--- src/rtl/diffclk_pkg.sv ---
`timescale 1ns/1ps
package diffclk_pkg;
  typedef enum logic [1:0] {
    LANE_RUN  = 2'b00,
    LANE_HOLD = 2'b01,
    LANE_OFF  = 2'b10
  } lane_st_e;

  localparam int unsigned ADDR_W = 2;
  localparam logic [ADDR_W-1:0] ADDR_CTRL = 2'd0;
  localparam logic [ADDR_W-1:0] ADDR_EN   = 2'd1;
  localparam logic [ADDR_W-1:0] ADDR_FREE = 2'd2;

  localparam int unsigned CB_DIV_NORM = 0;
  localparam int unsigned CB_PLL_ON   = 1;
  localparam int unsigned CB_BW_LOW   = 2;
  localparam int unsigned CB_STOP_TRI = 3;
  localparam int unsigned CB_PD_TRI   = 4;

  typedef struct packed {
    logic pd_tri;
    logic stop_tri;
    logic bw_low;
    logic pll_on;
    logic div_norm;
  } ctrl_t;

  localparam ctrl_t CTRL_RESET = '{pd_tri: 1'b0, stop_tri: 1'b0, bw_low: 1'b0,
                                   pll_on: 1'b1, div_norm: 1'b1};
endpackage

--- src/rtl/diffclk_div.sv ---
`timescale 1ns/1ps
module diffclk_div (
  input  logic clk,
  input  logic rst,
  input  logic div2_req,
  output logic phase_q,
  output logic phase_nxt,
  output logic rise
);
  logic cnt_q, cnt_nxt, div2_q;

  always_comb begin
    if (div2_q) begin
      cnt_nxt   = ~cnt_q;
      phase_nxt = cnt_q ? ~phase_q : phase_q;
    end else begin
      cnt_nxt   = 1'b0;
      phase_nxt = ~phase_q;
    end
    rise = ~phase_q & phase_nxt;
  end

  always_ff @(posedge clk) begin
    if (rst) begin
      phase_q <= 1'b0;
      cnt_q   <= 1'b0;
      div2_q  <= 1'b0;
    end else begin
      phase_q <= phase_nxt;
      cnt_q   <= cnt_nxt;
      if (rise) div2_q <= div2_req;
    end
  end
endmodule

--- src/rtl/diffclk_regs.sv ---
`timescale 1ns/1ps
module diffclk_regs
  import diffclk_pkg::*;
#(
  parameter int unsigned NUM_OUT = 8,
  parameter int unsigned DW      = 8
) (
  input  logic               clk,
  input  logic               rst,
  input  logic               wr_allow,
  input  logic               we,
  input  logic [ADDR_W-1:0]  addr,
  input  logic [DW-1:0]      wdata,
  output ctrl_t              ctrl,
  output logic [NUM_OUT-1:0] en_mask,
  output logic [NUM_OUT-1:0] free_mask
);
  always_ff @(posedge clk) begin
    if (rst) begin
      ctrl      <= CTRL_RESET;
      en_mask   <= '1;
      free_mask <= '0;
    end else if (we && wr_allow) begin
      case (addr)
        ADDR_CTRL: begin
          ctrl.div_norm <= wdata[CB_DIV_NORM];
          ctrl.pll_on   <= wdata[CB_PLL_ON];
          ctrl.bw_low   <= wdata[CB_BW_LOW];
          ctrl.stop_tri <= wdata[CB_STOP_TRI];
          ctrl.pd_tri   <= wdata[CB_PD_TRI];
        end
        ADDR_EN:   en_mask   <= wdata[NUM_OUT-1:0];
        ADDR_FREE: free_mask <= wdata[NUM_OUT-1:0];
        default: ;
      endcase
    end
  end
endmodule

--- src/rtl/diffclk_lane.sv ---
`timescale 1ns/1ps
module diffclk_lane
  import diffclk_pkg::*;
(
  input  logic       clk,
  input  logic       rst,
  input  logic       rise,
  input  logic       phase_nxt,
  input  logic       pd_act,
  input  logic       stop_act,
  input  logic       en,
  input  logic       free,
  input  logic       stop_tri,
  input  logic       pd_tri,
  output logic [1:0] st,
  output logic       p_q,
  output logic       n_q,
  output logic       oe_q
);
  lane_st_e st_q, st_nxt, tgt;

  always_comb begin
    if (pd_act)                tgt = pd_tri ? LANE_OFF : LANE_HOLD;
    else if (!en)              tgt = LANE_OFF;
    else if (stop_act && !free) tgt = stop_tri ? LANE_OFF : LANE_HOLD;
    else                       tgt = LANE_RUN;
    st_nxt = rise ? tgt : st_q;
  end

  always_ff @(posedge clk) begin
    if (rst) begin
      st_q <= LANE_OFF;
      p_q  <= 1'b0;
      n_q  <= 1'b0;
      oe_q <= 1'b0;
    end else begin
      st_q <= st_nxt;
      case (st_nxt)
        LANE_RUN: begin
          p_q  <= phase_nxt;
          n_q  <= ~phase_nxt;
          oe_q <= 1'b1;
        end
        LANE_HOLD: begin
          p_q  <= 1'b1;
          n_q  <= 1'b0;
          oe_q <= 1'b1;
        end
        default: begin
          p_q  <= 1'b0;
          n_q  <= 1'b0;
          oe_q <= 1'b0;
        end
      endcase
    end
  end

  assign st = st_q;
endmodule

--- src/rtl/diffclk_gate.sv ---
`timescale 1ns/1ps
module diffclk_gate
  import diffclk_pkg::*;
#(
  parameter int unsigned NUM_OUT = 8,
  parameter int unsigned DW      = 8,
  localparam int unsigned SW     = 2 * NUM_OUT
) (
  input  logic               clk,
  input  logic               rst,
  input  logic [NUM_OUT-1:0] oe_pin,
  input  logic               pol_inv,
  input  logic               stop_pin_n,
  input  logic               pwrdn_pin_n,
  input  logic               div_pin_n,
  input  logic               reg_we,
  input  logic [ADDR_W-1:0]  reg_addr,
  input  logic [DW-1:0]      reg_wdata,
  output logic [NUM_OUT-1:0] out_p,
  output logic [NUM_OUT-1:0] out_n,
  output logic [NUM_OUT-1:0] out_oe,
  output logic [SW-1:0]      out_state,
  output logic               pll_mode,
  output logic               pll_bw_low
);
  ctrl_t              ctrl;
  logic [NUM_OUT-1:0] en_mask, free_mask, oe_eff, lane_en;
  logic               stop_act, pd_act, div2_req;
  logic               dphase, dphase_nxt, drise;

  always_comb begin
    oe_eff   = oe_pin ^ {NUM_OUT{pol_inv}};
    stop_act = ~(stop_pin_n ^ pol_inv);
    pd_act   = ~(pwrdn_pin_n ^ pol_inv);
    lane_en  = oe_eff & en_mask;
    div2_req = ~div_pin_n | ~ctrl.div_norm;
  end

  diffclk_regs #(.NUM_OUT(NUM_OUT), .DW(DW)) u_regs (
    .clk      (clk),
    .rst      (rst),
    .wr_allow (~pd_act),
    .we       (reg_we),
    .addr     (reg_addr),
    .wdata    (reg_wdata),
    .ctrl     (ctrl),
    .en_mask  (en_mask),
    .free_mask(free_mask)
  );

  diffclk_div u_div (
    .clk      (clk),
    .rst      (rst),
    .div2_req (div2_req),
    .phase_q  (dphase),
    .phase_nxt(dphase_nxt),
    .rise     (drise)
  );

  for (genvar g = 0; g < NUM_OUT; g++) begin : g_lane
    diffclk_lane u_lane (
      .clk      (clk),
      .rst      (rst),
      .rise     (drise),
      .phase_nxt(dphase_nxt),
      .pd_act   (pd_act),
      .stop_act (stop_act),
      .en       (lane_en[g]),
      .free     (free_mask[g]),
      .stop_tri (ctrl.stop_tri),
      .pd_tri   (ctrl.pd_tri),
      .st       (out_state[2*g +: 2]),
      .p_q      (out_p[g]),
      .n_q      (out_n[g]),
      .oe_q     (out_oe[g])
    );
  end

  assign pll_mode   = ctrl.pll_on;
  assign pll_bw_low = ctrl.bw_low;
endmodule

--- config.mk ---
export PLATFORM = sky130hd
export DESIGN_NAME = diffclk_gate
export DESIGN_NICKNAME = d
export VERILOG_FILES = /design/src/rtl/diffclk_pkg.sv /design/src/rtl/diffclk_div.sv /design/src/rtl/diffclk_regs.sv /design/src/rtl/diffclk_lane.sv /design/src/rtl/diffclk_gate.sv
export SDC_FILE = /design/constraint.sdc
export NUM_CORES = 1
export LEC_CHECK = 0
export ABC_AREA = 1
export BUFFER_PORTS_ARGS = -buffer_cell sky130_fd_sc_hd__clkbuf_2
export CORE_MARGIN = 2
export CORE_UTILIZATION = 45
export CTS_BUF_LIST = sky130_fd_sc_hd__clkbuf_4 sky130_fd_sc_hd__clkbuf_8 sky130_fd_sc_hd__clkbuf_16
export CTS_CLUSTER_SIZE = 10
export DETAILED_ROUTE_END_ITERATION = 7
export GPL_ROUTABILITY_DRIVEN = 0
export PLACE_DENSITY = 0.68
export SLEW_MARGIN = 20
export SYNTH_ARGS = -nofsm -noshare
export SYNTH_HDL_FRONTEND = slang
export SYNTH_SLANG_ARGS = --single-unit
--- constraint.sdc ---
create_clock -name clk -period 1.6 [get_ports clk]
set_input_delay 0.24 -clock clk [delete_from_list [all_inputs] [get_ports clk]]
set_output_delay 0.24 -clock clk [all_outputs]
set_load 0.1 [all_outputs]
==> impl_metrics.toml, run 1 <==
[outcome]
outcome = "completed"

[synth]
ys_types = 19
ys_seq_elements = 64
synthCells = 402
ys_warn_count = 0
syn_nets = 427
ys_seq_area_share_pct = 44.72
syn_area_sq_um = 2865
syn_area_per_cell_sq_um = 7.127

[cells_and_area]
fill_cells = 620
seq_area_sq_um = 1281
multiInputGateArea_sq_um = 1102
antenna-diode-count = 0
final_area_sq_um = 3312
final_nets = 475
final_cell_mix = "nand2_1 (110), nor2_1 (70), clkbuf_2 (66)"
final_common_cell = "nand2_1"
layout-drive-gt1-share_pct = 24.62
syn_to_final_growth_pct = 15.59

[drt]
drt-initial-drc-count = 100
routed-via-count = 2372
drc = 0
post_drt_wl_per_cell_microns = 10.40
vias_per_cell = 4.459
postRouteAntennaNets = 0
firstDrtPassIters = 4
drt_wl_total_microns = 5533

[global_routing]
grt-ovfl-total = 0
grt_max_degree = 26
antenna_found_initial = 0
grt_pass1_vias = 2120
grt_pass1_wl_microns = 9528
track_usage_pct = 16.98

[worst_setup_path]
worst_setup_path_start_kind = "flop"
cp-end-kind = "output port"
crit_buf_inv = 1
crit_chain = "clkbuf_2"
path_class = "reg -> out"
cpMaxStageDelayCell = "clkbuf_2"
crit_fanout = 2
cp.arrival_ps = 1150
worstPathRequired_ps = 1360
slowest_delay_ps = 460
crit_family = "buffers and inverters"

[clock_tree]
cts_tree = "done"
cts_hold_buf = 0
clock_sinks = 64
post_cts_buffers = 0
h-tree-depth = 3
path_clk_slew_ps = 70
cts_resized = 0
clockRootBuffer = "clkbuf_8"
cts_made_buffers = 9
cts_buffer_depth = 2
clkLatencyLatePin_ps = 340

[sta]
fin_crit_sh_pct = 87.07
rsz0062_at_grt = "no"
postLayoutSetupSlackWorst_ps = 206.9
slew_viol_final = 0
setup_viol = 0
relSlewSlack_pct = 63.52
setup_tns_ps = 0
fmax_mhz = 717.8
period_needed_ps = 1393
hold_violations = 0
hold-worst-slack_ps = 188.3
worst_pin_slew_ps = 549.5
skew_ps = 5.436

[die]
die_w_microns = 83.80
die_h_microns = 83.80
ios = 67
fp.dieArea_sq_um = 7022
core-area_sq_um = 6241
rows = 29
initial_core_util_pct = 45.91

[place]
pre_cts_ws_ps = 250.8
dpl_cell_area_sq_um = 3092
hpwl_microns = 4197
port_buffers = 66

[job]
max-cap-violations = 0

[power_and_ir_drop]
peakVddDrop_mv = 0.8957
power.density_nw_per_um2 = 1608
p_leak_nw = 1.850

[worst_hold_path]
hp-class = "in -> reg"
## synth_stat cells, drive strengths merged
library cell / n / area, sq um
o211ai: 9 / 107.6
a21oi: 9 / 45.04
buf: 35 / 252.7
nand3b: 6 / 45.04
clkbuf: 2 / 7.510
nand3: 26 / 130.1
inv: 59 / 221.5
nor2: 71 / 282.8
nand2: 115 / 444.2
nand4: 5 / 31.28
dfxtp: 64 / 1281
nor3: 1 / 16.27
## report_power, final
part | switching (W) | total [W] | leakage, nW | internal (W)
clock | 0.000645 | 0.00152 | 0.113 | 0.000878
combinational | 0.00163 | 0.00194 | 1.21 | 0.000309
sequential | 0.0000753 | 0.00186 | 0.528 | 0.00179
## through the flow
stage          std cells  util (%)  total power, W
3_3_place_gp         516     49.54        0.003828
2_1_floorplan        402         -        0.003681
6_report             532     53.07        0.005326
4_1_cts              532     53.07        0.005371
5_1_grt              532     53.07        0.005584
3_5_place_dp         516     49.54        0.003848
## per-layer routing
metal | track usage (%) | wire length [microns]
met3 | 4.946 | 420
met4 | 8.358 | 84
met5 | 0 | 0
met1 | 22.59 | 2707
met2 | 25.16 | 2322
## cells by family after synthesis
group / Yosys count / synth area share [%]
buf+inv: 96 / 16.81
simple gates: 224 / 33.14
flops: 64 / 44.72
compound gates: 18 / 5.328
## tightest hold or removal path: stages
cell	delay, ps
clkbuf_2	80
inv_1	70
o211ai_2	90
## worst paths after layout
kind	startpoint	end	slack [ps]	depth (start not counted)
max	g_lane[1].u_lane.st[0]$_SDFF_PP0_	out_state[2]	210	1
min	reg_wdata[6]	u_regs.en_mask[6]$_SDFFE_PP1P_	190	3
max reg2reg	u_div.div2_q$_SDFFE_PP0N_	g_lane[4].u_lane.p_q$_SDFF_PP0_	440	6
min reg2reg	u_regs.ctrl[1]$_SDFFE_PP1P_	u_regs.ctrl[1]$_SDFFE_PP1P_	470	2
## layout make-up
type | count | share of cell area [%]
clock buffers | 9 | 3.740
clock inverters | 7 | 2.909
inverters | 59 | 6.687
multi-input cells | 242 | 33.28
flip-flops and latches | 64 | 38.69
well taps | 77 | 2.909
repair buffers | 74 | 11.79
## registers in the layout (all words and copies together), names as in the netlist
register            cells
g_lane.u_lane.n_q       8
g_lane.u_lane.oe_q      8
g_lane.u_lane.p_q       8
g_lane.u_lane.st       16
u_div.cnt_q             1
u_div.div2_q            1
u_div.phase_q           1
u_regs.ctrl             5
u_regs.en_mask          8
u_regs.free_mask        8
No activity file was read; power rests on OpenSTA's default activity.
==> run 2: changes to the inputs <==
- ABC_AREA: 1 -> unset
==> run 2 against run 1 <==
  * Final area grew 1.5%
  * Critical endpoint is now out_state[7]
  * Sequential share of layout area shrank 0.56 points
  * Die area grew 0.12%
  * Global-route usage grew 1.2 points
  * Non-clock buffer count grew 6
  * Worst hold slack lost 45 ps
  * Wire length grew 8.7%
  * Register-to-register slack lost 250 ps
  * Worst setup slack lost 100 ps
==> impl_metrics.toml, run 2 <==
[die]
die_h_microns = 83.85
rows = 29
fp.dieArea_sq_um = 7030
core-area_sq_um = 6241
initial_core_util_pct = 45.97
ios = 67
die_w_microns = 83.85

[synth]
synth-edff-count = 0
syn_area_per_cell_sq_um = 9.927
synth_top_area_cell = "dfxtp_1"
ys_types = 44
synth_top_cell_area_share_pct = 44.66
synth.most_common_cell = "dfxtp_1"
synth_top_cells_by_count = "dfxtp_1 (64), nor2_1 (39), buf_4 (28), mux2i_1 (21), nor3b_1 (14)"
ys_seq_elements = 64
synthCells = 289
ys_seq_area_share_pct = 44.66
ys_warn_count = 0
async_reset_ff_share_pct = 0
syn_nets = 314
synth_top_flop_cell = "dfxtp_1"
syn_area_sq_um = 2869
synthTopCellsByArea = "dfxtp_1 (45%), buf_4 (7.3%), mux2i_1 (7.3%), nor2_1 (5.1%), nor3b_1 (3.7%)"

[cells_and_area]
multiInputGateArea_sq_um = 1259
final_common_cell = "clkbuf_2"
final_cell_mix = "clkbuf_2 (66), dfxtp_1 (64), nor2_1 (39)"
fill_cells = 596
syn_to_final_growth_pct = 17.14
seq_area_sq_um = 1281
layout-drive-gt1-share_pct = 31.30
utilization_pct = 53.85
fin_cells = 422
antenna-diode-count = 0
largest_register_ffs = 16
final_nets = 365

[clock_tree]
post_cts_buffers = 0
cts_hold_buf = 0
cts_made_buffers = 9
clkLatencyLatePin_ps = 340
cts_resized = 0
h-tree-depth = 3
cts_buffer_depth = 2
clock_sinks = 64
cts_tree = "done"
clockRootBuffer = "clkbuf_8"
path_clk_slew_ps = 70

[power_and_ir_drop]
peakVddDrop_mv = 1.068
power.density_nw_per_um2 = 1687
p_leak_nw = 1.492

[sta]
skew_ps = 8.360
period_needed_ps = 1498
worst_pin_slew_ps = 547.9
fmax_mhz = 667.7
fin_crit_sh_pct = 93.61
hold_violations = 0
relSlewSlack_pct = 63.63
slew_viol_final = 0
setup_viol = 0
setup_tns_ps = 0
postLayoutSetupSlackWorst_ps = 102.3
rsz0062_at_grt = "no"

[worst_setup_path]
cpMaxStageDelayCell = "clkbuf_2"
crit_chain = "clkbuf_2"
r2r_setup_slack_ps = 190
cp.arrival_ps = 1260
rr_endpoint = "g_lane[2].u_lane.n_q$_SDFF_PP0_"
worstSetupEndpoint = "out_state[7]"
crit_buf_inv = 1
reg2reg_depth = 4
cp-end-kind = "output port"
critical_path_depth = 1
worst_setup_path_start_kind = "flop"
timing.rr.start = "u_div.div2_q$_SDFFE_PP0N_"
worstPathRequired_ps = 1360
path_class = "reg -> out"
slowest_delay_ps = 500
crit_family = "buffers and inverters"
worstSetupStartpoint = "g_lane[3].u_lane.st[1]$_SDFF_PP1_"
crit_fanout = 5

[drt]
firstDrtPassIters = 4
post_drt_wl_per_cell_microns = 14.25
routed-via-count = 2112
drt_wl_total_microns = 6014
drc = 0
drt-initial-drc-count = 77
vias_per_cell = 5.005
postRouteAntennaNets = 0

[global_routing]
grt_max_degree = 25
grt-busiest-layer = "met2"
grt_pass1_wl_microns = 9901
met3_usage_pct = 5.539
track_usage_pct = 18.19
met1_usage_pct = 24.28
antenna_found_initial = 0
grt-ovfl-total = 0
use_met2_pct = 27.85
grt_pass1_vias = 1986

[place]
placedCellCount = 406
port_buffers = 66
hpwl_microns = 4500
pre_cts_ws_ps = 76.03

[worst_hold_path]
hp-class = "in -> reg"

[job]
max-cap-violations = 0

[outcome]
outcome = "completed"
[run 2: cell types whose count changed in the layout (fill, tap and decap cells not counted), sizes merged, moves of 8 or more]
cell	delta
xnor2	+9
nor2b	+8
o21ai	+8
nor2	-32
nor3b	+14
nand2	-103
inv	-51
nand3	-25
mux2i	+21
[run 2: report_power, final]
part	leakage [nW]	internal, W	switching (W)
registers	0.527	0.00180	0.000118
logic	0.847	0.000410	0.00176
clock network	0.118	0.000961	0.000623
total	1.49	0.00317	0.00250
[run 2: logic make-up (layout without fill, tap and decap cells)]
logic type / count (synthesis) / in the layout / share of synthesized area [%]
muxes: 21 / 21 / 7.327
xor gates and xnor gates: 10 / 10 / 4.623
buffers and inverters: 49 / 105 / 11.47
DFF: 64 / 64 / 44.66
AOI/OAI and AO/OA: 39 / 39 / 10.34
and+or+nand+nor: 106 / 106 / 21.59
[run 2: final cells by class]
cell class,count,area share (%)
flip-flops and latches,64,38.12
well taps,77,2.867
repair buffers,80,13.70
inverters,9,1.005
multi-input cells,176,37.45
clock buffers,12,4.542
clock inverters,4,2.308
[run 2: layer usage]
metal,part of all wire [%],wire [microns],vias up
li1,-,-,1075
met3,5.2,312,7
met5,0,0,-
met1,49,2940,975
met2,44,2673,55
met4,1.4,87,0
[run 2: stage by stage]
| stage | total power, W | hold WS [ps] | cell area, sq um |
|---|---|---|---|
| 2_1_floorplan | 0.003912 | 365.1 | 2869 |
| 3_3_place_gp | 0.004109 | 464.0 | 3131 |
| 3_5_place_dp | 0.004131 | 470.5 | 3131 |
| 4_1_cts | 0.005709 | 139.0 | 3361 |
| 5_1_grt | 0.005889 | 140.1 | 3361 |
| 6_report | 0.005671 | 143.4 | 3361 |
[run 2: worst min path at each step]
stage / from / end / slack (ps) / cells after the start
floorplan: reg_wdata[0] / u_regs.ctrl[0]$_SDFFE_PP1P_ / 370 / 2
global placement: u_regs.ctrl[1]$_SDFFE_PP1P_ / u_regs.ctrl[1]$_SDFFE_PP1P_ / 460 / 2
detailed placement: u_regs.ctrl[1]$_SDFFE_PP1P_ / u_regs.ctrl[1]$_SDFFE_PP1P_ / 470 / 2
CTS: reg_wdata[7] / u_regs.en_mask[7]$_SDFFE_PP1P_ / 140 / 3
global route: reg_wdata[7] / u_regs.en_mask[7]$_SDFFE_PP1P_ / 140 / 3
finish: reg_wdata[7] / u_regs.en_mask[7]$_SDFFE_PP1P_ / 140 / 3
==> run 3: changes to the inputs <==
==> constraint.sdc (replaced) <==
create_clock -name clk -period 1.6 [get_ports clk]
set_input_delay 0 -clock clk [delete_from_list [all_inputs] [get_ports clk]]
set_output_delay 0 -clock clk [all_outputs]
set_load 0.1 [all_outputs]
==> run 3 against run 2 <==
  * Final area is 1.5% higher
  * Clock skew up 0.82 ps
  * Critical path depth up 3
  * Worst hold slack got worse by 120 ps
  * Largest cell class unchanged
==> impl_metrics.toml, run 3 (synthesis results as in run 2) <==
[worst_setup_path]
r2r_setup_slack_ps = 150
reg2reg_depth = 4
worstPathRequired_ps = 1860
crit_chain = "nor2b_2, xnor2_4, or2_1, a211oi_2"
timing.rr.start = "u_div.div2_q$_SDFFE_PP0N_"
worst_setup_path_start_kind = "flop"
cp.arrival_ps = 1710
path_class = "reg -> reg"
cp-end-kind = "flop"
slowest_delay_ps = 370
rr_endpoint = "g_lane[3].u_lane.n_q$_SDFF_PP0_"
crit_fanout = 10
cpMaxStageDelayCell = "or2_1"

[clock_tree]
path_clk_slew_ps = 70
cts_made_buffers = 9
cts_hold_buf = 9
post_cts_buffers = 0
clkLatencyLatePin_ps = 340
h-tree-depth = 3
cts_resized = 0
clock_sinks = 64
cts_tree = "done"
clockRootBuffer = "clkbuf_8"
cts_buffer_depth = 2

[drt]
firstDrtPassIters = 4
drt-initial-drc-count = 77
drc = 0
drt_wl_total_microns = 6121
postRouteAntennaNets = 0
routed-via-count = 2154
vias_per_cell = 5.044
post_drt_wl_per_cell_microns = 14.33

[power_and_ir_drop]
power.density_nw_per_um2 = 1645
p_leak_nw = 1.503
p_total_w = 0.005612
peakVddDrop_mv = 0.9940

[worst_hold_path]
holdPathEnd = "g_lane[3].u_lane.p_q$_SDFF_PP0_"
holdPathStages = 2
hp-class = "in -> reg"
min_from = "rst"

[global_routing]
track_usage_pct = 18.41
grt_pass1_wl_microns = 10010
grt-ovfl-total = 0
grt_pass1_vias = 2009
grt_max_degree = 24
antenna_found_initial = 0

[place]
placedCellCount = 402
hpwl_microns = 4456
dpl_cell_area_sq_um = 3100
port_buffers = 66

[cells_and_area]
final_common_cell = "clkbuf_2"
final_area_sq_um = 3411
fill_cells = 589
syn_to_final_growth_pct = 18.88
layout-drive-gt1-share_pct = 29.71
antenna-diode-count = 0
final_cell_mix = "clkbuf_2 (66), dfxtp_1 (64), nor2_1 (39)"
final_nets = 370
fin_cells = 427
largest_register_ffs = 16

[sta]
setup_viol = 0
slew_viol_final = 0
setup_tns_ps = 0
hold_violations = 0
fin_crit_sh_pct = 90.73
relSlewSlack_pct = 63.90
hold-worst-slack_ps = 19.31
skew_ps = 9.182
fmax_mhz = 688.8
rsz0062_at_grt = "no"
period_needed_ps = 1452
worst_pin_slew_ps = 543.9

[outcome]
outcome = "completed"

[die]
rows = 29
core-area_sq_um = 6241
die_w_microns = 83.85
initial_core_util_pct = 45.97
ios = 67
fp.dieArea_sq_um = 7030
die_h_microns = 83.85

[job]
max-cap-violations = 0
## run 3: final cells by class
class / count / area (sq um) / area share (%)
Inverter: 9 / 33.78 / 0.9905
Clock inverter: 5 / 81.33 / 2.384
Clock buffer: 11 / 138.9 / 4.072
Multi-Input combinational cell: 176 / 1259 / 36.90
Timing Repair Buffer: 85 / 520.5 / 15.26
Sequential cell: 64 / 1281 / 37.56
Tap cell: 77 / 96.34 / 2.825
## run 3: how the worst max path moves through the flow
stage | endpoint | slack [ps] | from
after global routing | g_lane[4].u_lane.n_q$_SDFF_PP0_ | 40 | u_div.div2_q$_SDFFE_PP0N_
after CTS | g_lane[3].u_lane.n_q$_SDFF_PP0_ | 120 | u_div.div2_q$_SDFFE_PP0N_
after detailed placement | g_lane[3].u_lane.n_q$_SDFF_PP0_ | 150 | u_div.div2_q$_SDFFE_PP0N_
after global placement | g_lane[3].u_lane.n_q$_SDFF_PP0_ | 140 | u_div.div2_q$_SDFFE_PP0N_
final | g_lane[3].u_lane.n_q$_SDFF_PP0_ | 150 | u_div.div2_q$_SDFFE_PP0N_
after floorplan | g_lane[2].u_lane.n_q$_SDFF_PP0_ | 30 | g_lane[2].u_lane.st[1]$_SDFF_PP1_
## run 3: through the flow
stage,utilization [%],setup slack (ps)
floorplan,-,33.09
global placement,49.68,143.1
detailed placement,49.68,151.3
CTS,54.65,119.1
global route,54.65,39.69
finish,54.65,148.3
## run 3: where the power goes
group / switching, W / internal (W)
Sequential: 0.000119 / 0.00180
Combinational: 0.00176 / 0.000406
Clock: 0.000615 / 0.000912
Total: 0.00249 / 0.00312
## run 3: per-layer routing
layer | wire length [microns] | track usage (%)
met2 | 2818 | 28.00
met3 | 329 | 5.539
met5 | 0 | 0
met4 | 59 | 8.065
met1 | 2912 | 24.22
## run 3: worst max-delay path, delay by kind of cell, from the launching register on
kind | cells | cell delay, ps
compound gates | 1 | 240
xor+xnor | 1 | 160
flops | 1 | 340
simple gates | 2 | 630
